File: src/rtl/rtc_pkg.sv
package rtc_pkg;
  typedef enum logic [1:0] {
    RATE_LINE = 2'b00,
    RATE_10   = 2'b01,
    RATE_100  = 2'b10,
    RATE_1K   = 2'b11
  } rate_e;
endpackage

File: src/rtl/rtc_settle.sv
module rtc_settle #(
  parameter int unsigned SETTLE_CYCLES = 1000000
) (
  input  logic clk_i,
  input  logic rst_ni,
  output logic settled_o
);
  localparam int unsigned CW = $clog2(SETTLE_CYCLES + 1);
  localparam logic [CW-1:0] LIMIT = CW'(SETTLE_CYCLES);

  logic [CW-1:0] cnt_q;

  // only power-on reset restarts the window
  always_ff @(posedge clk_i or negedge rst_ni) begin
    if (!rst_ni) cnt_q <= '0;
    else if (cnt_q != LIMIT) cnt_q <= cnt_q + 1'b1;
  end

  assign settled_o = (cnt_q == LIMIT);
endmodule

File: src/rtl/rtc_rate_sel.sv
module rtc_rate_sel
  import rtc_pkg::*;
(
  input  logic       clk_i,
  input  logic       rst_ni,
  input  logic       io_reset_i,
  input  logic       wr_i,
  input  logic [1:0] rate_i,
  input  logic       settled_i,
  input  logic       tick_line_i,
  input  logic       tick_10_i,
  input  logic       tick_100_i,
  input  logic       tick_1k_i,
  output rate_e      rate_o,
  output logic       sel_tick_o
);
  rate_e rate_q;

  always_ff @(posedge clk_i or negedge rst_ni) begin
    if (!rst_ni)         rate_q <= RATE_LINE;
    else if (io_reset_i) rate_q <= RATE_LINE;
    else if (wr_i)       rate_q <= rate_e'(rate_i);
  end

  always_comb begin
    unique case (rate_q)
      RATE_LINE: sel_tick_o = tick_line_i;
      RATE_10:   sel_tick_o = settled_i & tick_10_i;
      RATE_100:  sel_tick_o = settled_i & tick_100_i;
      default:   sel_tick_o = settled_i & tick_1k_i;
    endcase
  end

  assign rate_o = rate_q;
endmodule

File: src/rtl/rtc_handshake.sv
module rtc_handshake (
  input  logic clk_i,
  input  logic rst_ni,
  input  logic io_reset_i,
  input  logic start_i,
  input  logic clear_i,
  input  logic pulse_i,
  input  logic tick_i,
  output logic busy_o,
  output logic done_o
);
  logic busy_q, done_q;

  always_ff @(posedge clk_i or negedge rst_ni) begin
    if (!rst_ni) begin
      busy_q <= 1'b0;
      done_q <= 1'b0;
    end else if (io_reset_i || clear_i) begin
      busy_q <= 1'b0;
      done_q <= 1'b0;
    end else if (start_i) begin
      busy_q <= 1'b1;
      done_q <= 1'b0;
    end else if (pulse_i) begin
      busy_q <= 1'b1;
    end else if (busy_q && tick_i) begin
      busy_q <= 1'b0;
      done_q <= 1'b1;
    end
  end

  assign busy_o = busy_q;
  assign done_o = done_q;
endmodule

File: src/rtl/rtc_interval_clock.sv
module rtc_interval_clock
  import rtc_pkg::*;
#(
  parameter int unsigned SETTLE_CYCLES = 1000000
) (
  input  logic       clk_i,
  input  logic       rst_ni,
  input  logic       io_reset_i,
  input  logic       wr_i,
  input  logic [1:0] rate_i,
  input  logic       start_i,
  input  logic       clear_i,
  input  logic       pulse_i,
  input  logic       int_dis_i,
  input  logic       tick_line_i,
  input  logic       tick_10_i,
  input  logic       tick_100_i,
  input  logic       tick_1k_i,
  output logic       busy_o,
  output logic       done_o,
  output logic       irq_o
);
  logic  settled;
  logic  sel_tick;
  rate_e rate_q;

  rtc_settle #(.SETTLE_CYCLES(SETTLE_CYCLES)) u_settle (
    .clk_i     (clk_i),
    .rst_ni    (rst_ni),
    .settled_o (settled)
  );

  rtc_rate_sel u_rate (
    .clk_i       (clk_i),
    .rst_ni      (rst_ni),
    .io_reset_i  (io_reset_i),
    .wr_i        (wr_i),
    .rate_i      (rate_i),
    .settled_i   (settled),
    .tick_line_i (tick_line_i),
    .tick_10_i   (tick_10_i),
    .tick_100_i  (tick_100_i),
    .tick_1k_i   (tick_1k_i),
    .rate_o      (rate_q),
    .sel_tick_o  (sel_tick)
  );

  rtc_handshake u_hs (
    .clk_i      (clk_i),
    .rst_ni     (rst_ni),
    .io_reset_i (io_reset_i),
    .start_i    (start_i),
    .clear_i    (clear_i),
    .pulse_i    (pulse_i),
    .tick_i     (sel_tick),
    .busy_o     (busy_o),
    .done_o     (done_o)
  );

  assign irq_o = done_o & ~int_dis_i;
endmodule

File: config.mk
export PLATFORM = sky130hd
export DESIGN_NAME = rtc_interval_clock
export DESIGN_NICKNAME = d
export VERILOG_FILES = /design/src/rtl/rtc_pkg.sv /design/src/rtl/rtc_settle.sv /design/src/rtl/rtc_rate_sel.sv /design/src/rtl/rtc_handshake.sv /design/src/rtl/rtc_interval_clock.sv
export SDC_FILE = /design/constraint.sdc
export NUM_CORES = 1
export LEC_CHECK = 0
export CAP_MARGIN = 40
export CORE_MARGIN = 3
export CORE_UTILIZATION = 65
export DETAILED_ROUTE_END_ITERATION = 10
export DONT_BUFFER_PORTS = 1
export PLACE_DENSITY = 0.78
export SLEW_MARGIN = 10
export SYNTH_ARGS = -nofsm -noshare
export SYNTH_HDL_FRONTEND = slang
export SYNTH_SLANG_ARGS = --single-unit
export TNS_END_PERCENT = 10
File: constraint.sdc
create_clock -name clk_i -period 5.2 [get_ports clk_i]
set_input_delay 0.78 -clock clk_i [delete_from_list [all_inputs] [get_ports clk_i]]
set_output_delay 0.78 -clock clk_i [all_outputs]
set_load 0.01 [all_outputs]
* Word-level counts from Yosys, hierarchy flattened
Cells that the tools add are included.
** Word-level totals
- Input port bits :: 14
- Flip-flop bits (word level) :: 24
- Logic and storage cells :: 33
- Memories kept :: 0
- Bits in latches :: 0
- Output and inout port bits :: 3
- Bits in writable memories :: 0
- Bits in read-only memories :: 0
** Operators by class
- Add/sub/neg operators :: 1
- Divide/modulo/power cells :: 0
- Reductions and logical operators :: 7
- Bitwise operators :: 5
- Magnitude comparators :: 0
- Shift-type cells :: 0
- Multipliers :: 0
- Equality and inequality tests :: 5
- Muxes and demuxes :: 11
** Operator list (count)
- adder 20 x 1 -> 20 bit (second input constant) :: 1
- equality test 20 bit (second input constant) :: 1
- != test 20 bit (second input constant) :: 1
- two-way mux 1 bit :: 8
- AND 1 bit :: 4
- two-way mux 2 bit :: 2
- nonzero test 4 bit :: 1
- != test 3 x 2 -> 1 bit (second input constant) :: 1
- one-hot mux 1 bit (3 select lines) :: 1
- nonzero test 3 bit :: 1
- equality test 2 x 1 -> 1 bit (second input constant) :: 1
- equality test 2 bit (second input constant) :: 1
- logical NOT 2 bit :: 1
- AND reduction 2 bit :: 1
- nonzero test 2 bit :: 1
- logical AND 1 bit :: 1
- logical OR 1 bit :: 1
- inverter 1 bit :: 1

* Logic depth before layout (Yosys ltp)
- Depth in word-level cells :: 8
- Mapped depth :: 6
- Gate-level depth less buffers :: 6

* Modules after synthesis
Synthesis repeated with hierarchy kept, for this count alone.
** Unflattened totals
- Cells, all modules :: 104
- Area total of the unflattened synthesis :: 1209.9 sq um
** Modules (own cells, without submodules)
- rtc_settle :: cells an instance 80, instances 1, area an instance 952.2 sq um, sequential area each 500.5 sq um
- rtc_rate_sel :: cells an instance 15, instances 1, area an instance 150.1 sq um, sequential area each 50.0 sq um
- rtc_handshake :: cells an instance 8, instances 1, area an instance 93.8 sq um, sequential area each 50.0 sq um
- rtc_interval_clock :: cells an instance 1, instances 1, area an instance 13.8 sq um, sequential area each 0.0 sq um

* Worst setup path after synthesis
OpenSTA, ideal clock, no wires.
- Kind :: reg-to-reg
- Start :: register u_settle.cnt_q[0]
- End :: register u_settle.cnt_q[1]
- Required time :: 5072 ps
- Clock period less this slack :: 1764 ps
- Arrival :: 1636 ps
- Cell stages (with the launch flop) :: 6
- Path buffers :: 0
- Setup slack :: 3436 ps
- Cell sequence :: dfrtp_1 inv_1 ha_1 or4b_4 nor4_4 mux2_1
** Between the ends
- Longest elaborated chain between the ends :: 1
- Elaborated cells between the ends (all ways) :: 2
** Ends and longest elaborated chain
- start: declaration :: RTL line rtc_settle.sv:11 : logic [CW-1:0] cnt_q;
- start signal: assignment :: RTL line rtc_settle.sv:16 : else if (cnt_q != LIMIT) cnt_q <= cnt_q + 1'b1;
- adder 20 x 1 -> 20 bit / != test 20 bit (equally long branches) :: RTL line rtc_settle.sv:16
Parallel ways exist; a longest one is shown, timed or not.
A chain may end at the register's enable or synchronous reset.

* Worst setup path in the final report
Same ends and word-level chain as after synthesis.

==> flow_metrics.tcl <==
set metrics [dict create \
    status "finished, final reports clean" \
    synthFlopType "dfrtp_1" \
    port_buffers 0 \
    post_cts_resized 0 \
    htree_levels 1 \
    start_util 0.701 \
    clk_pin_slew_worst_paths_ns 0.13 \
    clk_latency_ns 0.32 \
    cp_max_fo 4 \
    drv_cap 0 \
    synth_warnings 0 \
    synthTopCellsByArea "dfrtp_1 49%, xnor2_1 11%, ha_1 5.1%" \
    hp-class "in2async" \
    grt_pass1_vias 917 \
    ys_ff_latch 24 \
    wl_um 2130 \
    finalNonFillerCells 141 \
    boundaryPins 17 \
    hold_viol 0 \
    grt_use_met1 0.248 \
    track_usage 0.206 \
    grtUsageMet3 0.0393 \
    max_freq_ghz 0.543 \
    cellPowerDensity_mw_per_mm2 252 \
    place_inst 137 \
    slew_headroom 0.690 \
    dp_hpwl_um 1620 \
    fin_crit_sh 0.354 \
    fin_nets 136 \
    slew_violations 0 \
    busiest_layer "met2" \
    dieArea_mm2 0.00246 \
    viasPerCell 5.96 \
    die_h_um 49.6 \
    synth_enable_flop_cells 0 \
    reg2reg_depth 5 \
    leakage_nw 0.564 \
    crit-reg2reg-launch "u_settle.cnt_q[0]" \
    grt_pass1_wl_um 3910 \
    cts_buffers 3 \
    antenna_cells 0 \
    crit_end "u_settle.cnt_q[1]" \
    ant_nets 0 \
    skew_ns 0.00637 \
    ctsHoldBuffers 0 \
    tightest_slew_ns 0.461 \
    endpoint_kind "flip-flop" \
    syn_nets 131 \
    syn_area_mm2 0.00124 \
    synth_top_area_frac 0.485 \
    clockBufferDepth 2 \
    drive_above_1_share 0.0690 \
    cp_data_arrival_time_ns 2.06 \
    peakVddDrop_v 0.000218 \
    reg2reg_slack_ns 3.36 \
    yosysSeqAreaShare 0.485 \
    cts_tree "yes" \
    r2r_end "u_settle.cnt_q[1]" \
    final.min_clock_period_ns 1.84 \
    synth.most_common_cell "dfrtp_1" \
    yosysTopAreaCell "dfrtp_1" \
    grt_overflow 0 \
    grt_max_degree 25 \
    finalSetupViolations 0 \
    area_delta_synth_final_pct 6.77 \
    finalSetupTns_ns 0 \
    avgSynthCellArea_um2 11.0 \
    place.gp.congestion 0.753 \
    netlist_instances 112 \
    antenna_found_initial 0 \
    drt_pass1_iterations 4 \
    yosys.cell_types.count 35 \
    cts_setup_buffers 0 \
    core_area_mm2 0.00176 \
    routedWlPerCell_um 15.1 \
    clock_sinks 24 \
    rows 15 \
    drt_iter0_drc 7 \
    startpoint "u_settle.cnt_q[0]" \
    drc 0 \
    root_buffer "clkbuf_4" \
    dr_total_vias 840 \
    worstSetupPathType "reg2reg" \
    die_w_um 49.6 \
    required_ns 5.41 \
    startpoint_type "flip-flop" \
    synth_common_cells "24 x dfrtp_1, 16 x xnor2_1, 8 x nand2_1" \
    grtUsageMet2 0.348 \
    synthArstFlopShare 1.00 \
    grt_setup_unrepaired "false" \
]
==> registers in the layout (all words and copies together), names as in the netlist <==
signal          flops
u_settle.cnt_q     20
u_rate.rate_o       2
u_hs.busy_o         1
u_hs.done_o         1
==> final cells by class <==
cell class	instances	area (um^2)
inverters	6	22.5
multi-input cells	82	614
fillers	144	443
clock buffers	3	22.5
flip-flops and latches	24	601
clock inverters	1	30.0
well taps	25	31.3
==> critical path, stage by stage, from the launching register on <==
cell and delay [ns]:
dfrtp_1 0.44, inv_1 0.07, ha_1 0.12, or4b_4 0.48
nor4_4 0.28, mux2_1 0.35
==> worst min-delay path by stage <==
stage / start / to / slack, ns / cells past startpoint
floorplan: u_settle.cnt_q[19] / u_settle.cnt_q[19] / 0.44 / 1
CTS: rst_ni / u_settle.cnt_q[15] / 0.12 / 0
global placement: u_settle.cnt_q[19] / u_settle.cnt_q[19] / 0.45 / 1
detailed placement: u_settle.cnt_q[18] / u_settle.cnt_q[18] / 0.47 / 1
finish: rst_ni / u_settle.cnt_q[12] / 0.13 / 0
global route: rst_ni / u_settle.cnt_q[13] / 0.1 / 0
==> layout by cell type (no fill, tap or decap), drive strengths merged, types with 2 or more instances in the layout <==
cell,instances
and3,3
and4,2
clkbuf,3
dfrtp,24
ha,5
inv,6
mux2i,2
nand2,8
nand3,7
nand3b,2
nand4,4
nor2,7
nor3,3
nor4,3
o21ai,2
xnor2,16
xor2,2
==> layer usage <==
| layer | share of wire | routed length, um | vias to the layer above |
|---|---|---|---|
| met5 | 0 | 0 | - |
| met4 | 0.029 | 62 | 0 |
| met3 | 0.052 | 111 | 7 |
| met2 | 0.48 | 1030 | 25 |
| met1 | 0.43 | 926 | 402 |
| li1 | - | - | 406 |
==> cells by family (layout without fill, tap and decap cells) <==
| kind of cell | after synthesis | after routing | share of synthesized area |
|---|---|---|---|
| AO/OA/AOI/OAI | 9 | 9 | 0.0546 |
| XOR/XNOR | 18 | 18 | 0.127 |
| adder cells (fa/ha/maj) | 5 | 5 | 0.0506 |
| buffers and inverters | 6 | 10 | 0.0182 |
| flip-flops | 24 | 24 | 0.485 |
| multiplexers | 3 | 3 | 0.0253 |
| AND/OR/NAND/NOR | 47 | 47 | 0.239 |
==> per-stage QoR <==
| stage | hold WS (ns) | total power, mW | worst slack (ns) | util | instance area (um^2) |
|---|---|---|---|---|---|
| after floorplan | 0.438 | 0.201 | 3.44 | - | 1240 |
| after detailed placement | 0.465 | 0.203 | 3.36 | 0.719 | 1270 |
| final | 0.130 | 0.333 | 3.36 | 0.749 | 1320 |
| after CTS | 0.121 | 0.336 | 3.34 | 0.749 | 1320 |
| after global placement | 0.452 | 0.202 | 3.42 | 0.719 | 1270 |
| after global routing | 0.100 | 0.349 | 3.27 | 0.749 | 1320 |
==> power breakdown <==
part           internal [mW]  total, mW  leakage [nW]  switching (mW)
Clock                 0.0780      0.134        0.0279          0.0560
Combinational        0.00477    0.00921         0.217         0.00444
Sequential             0.188      0.190         0.319         0.00180
Total                  0.271      0.333         0.564          0.0623
No activity file was read; power rests on OpenSTA's default activity.
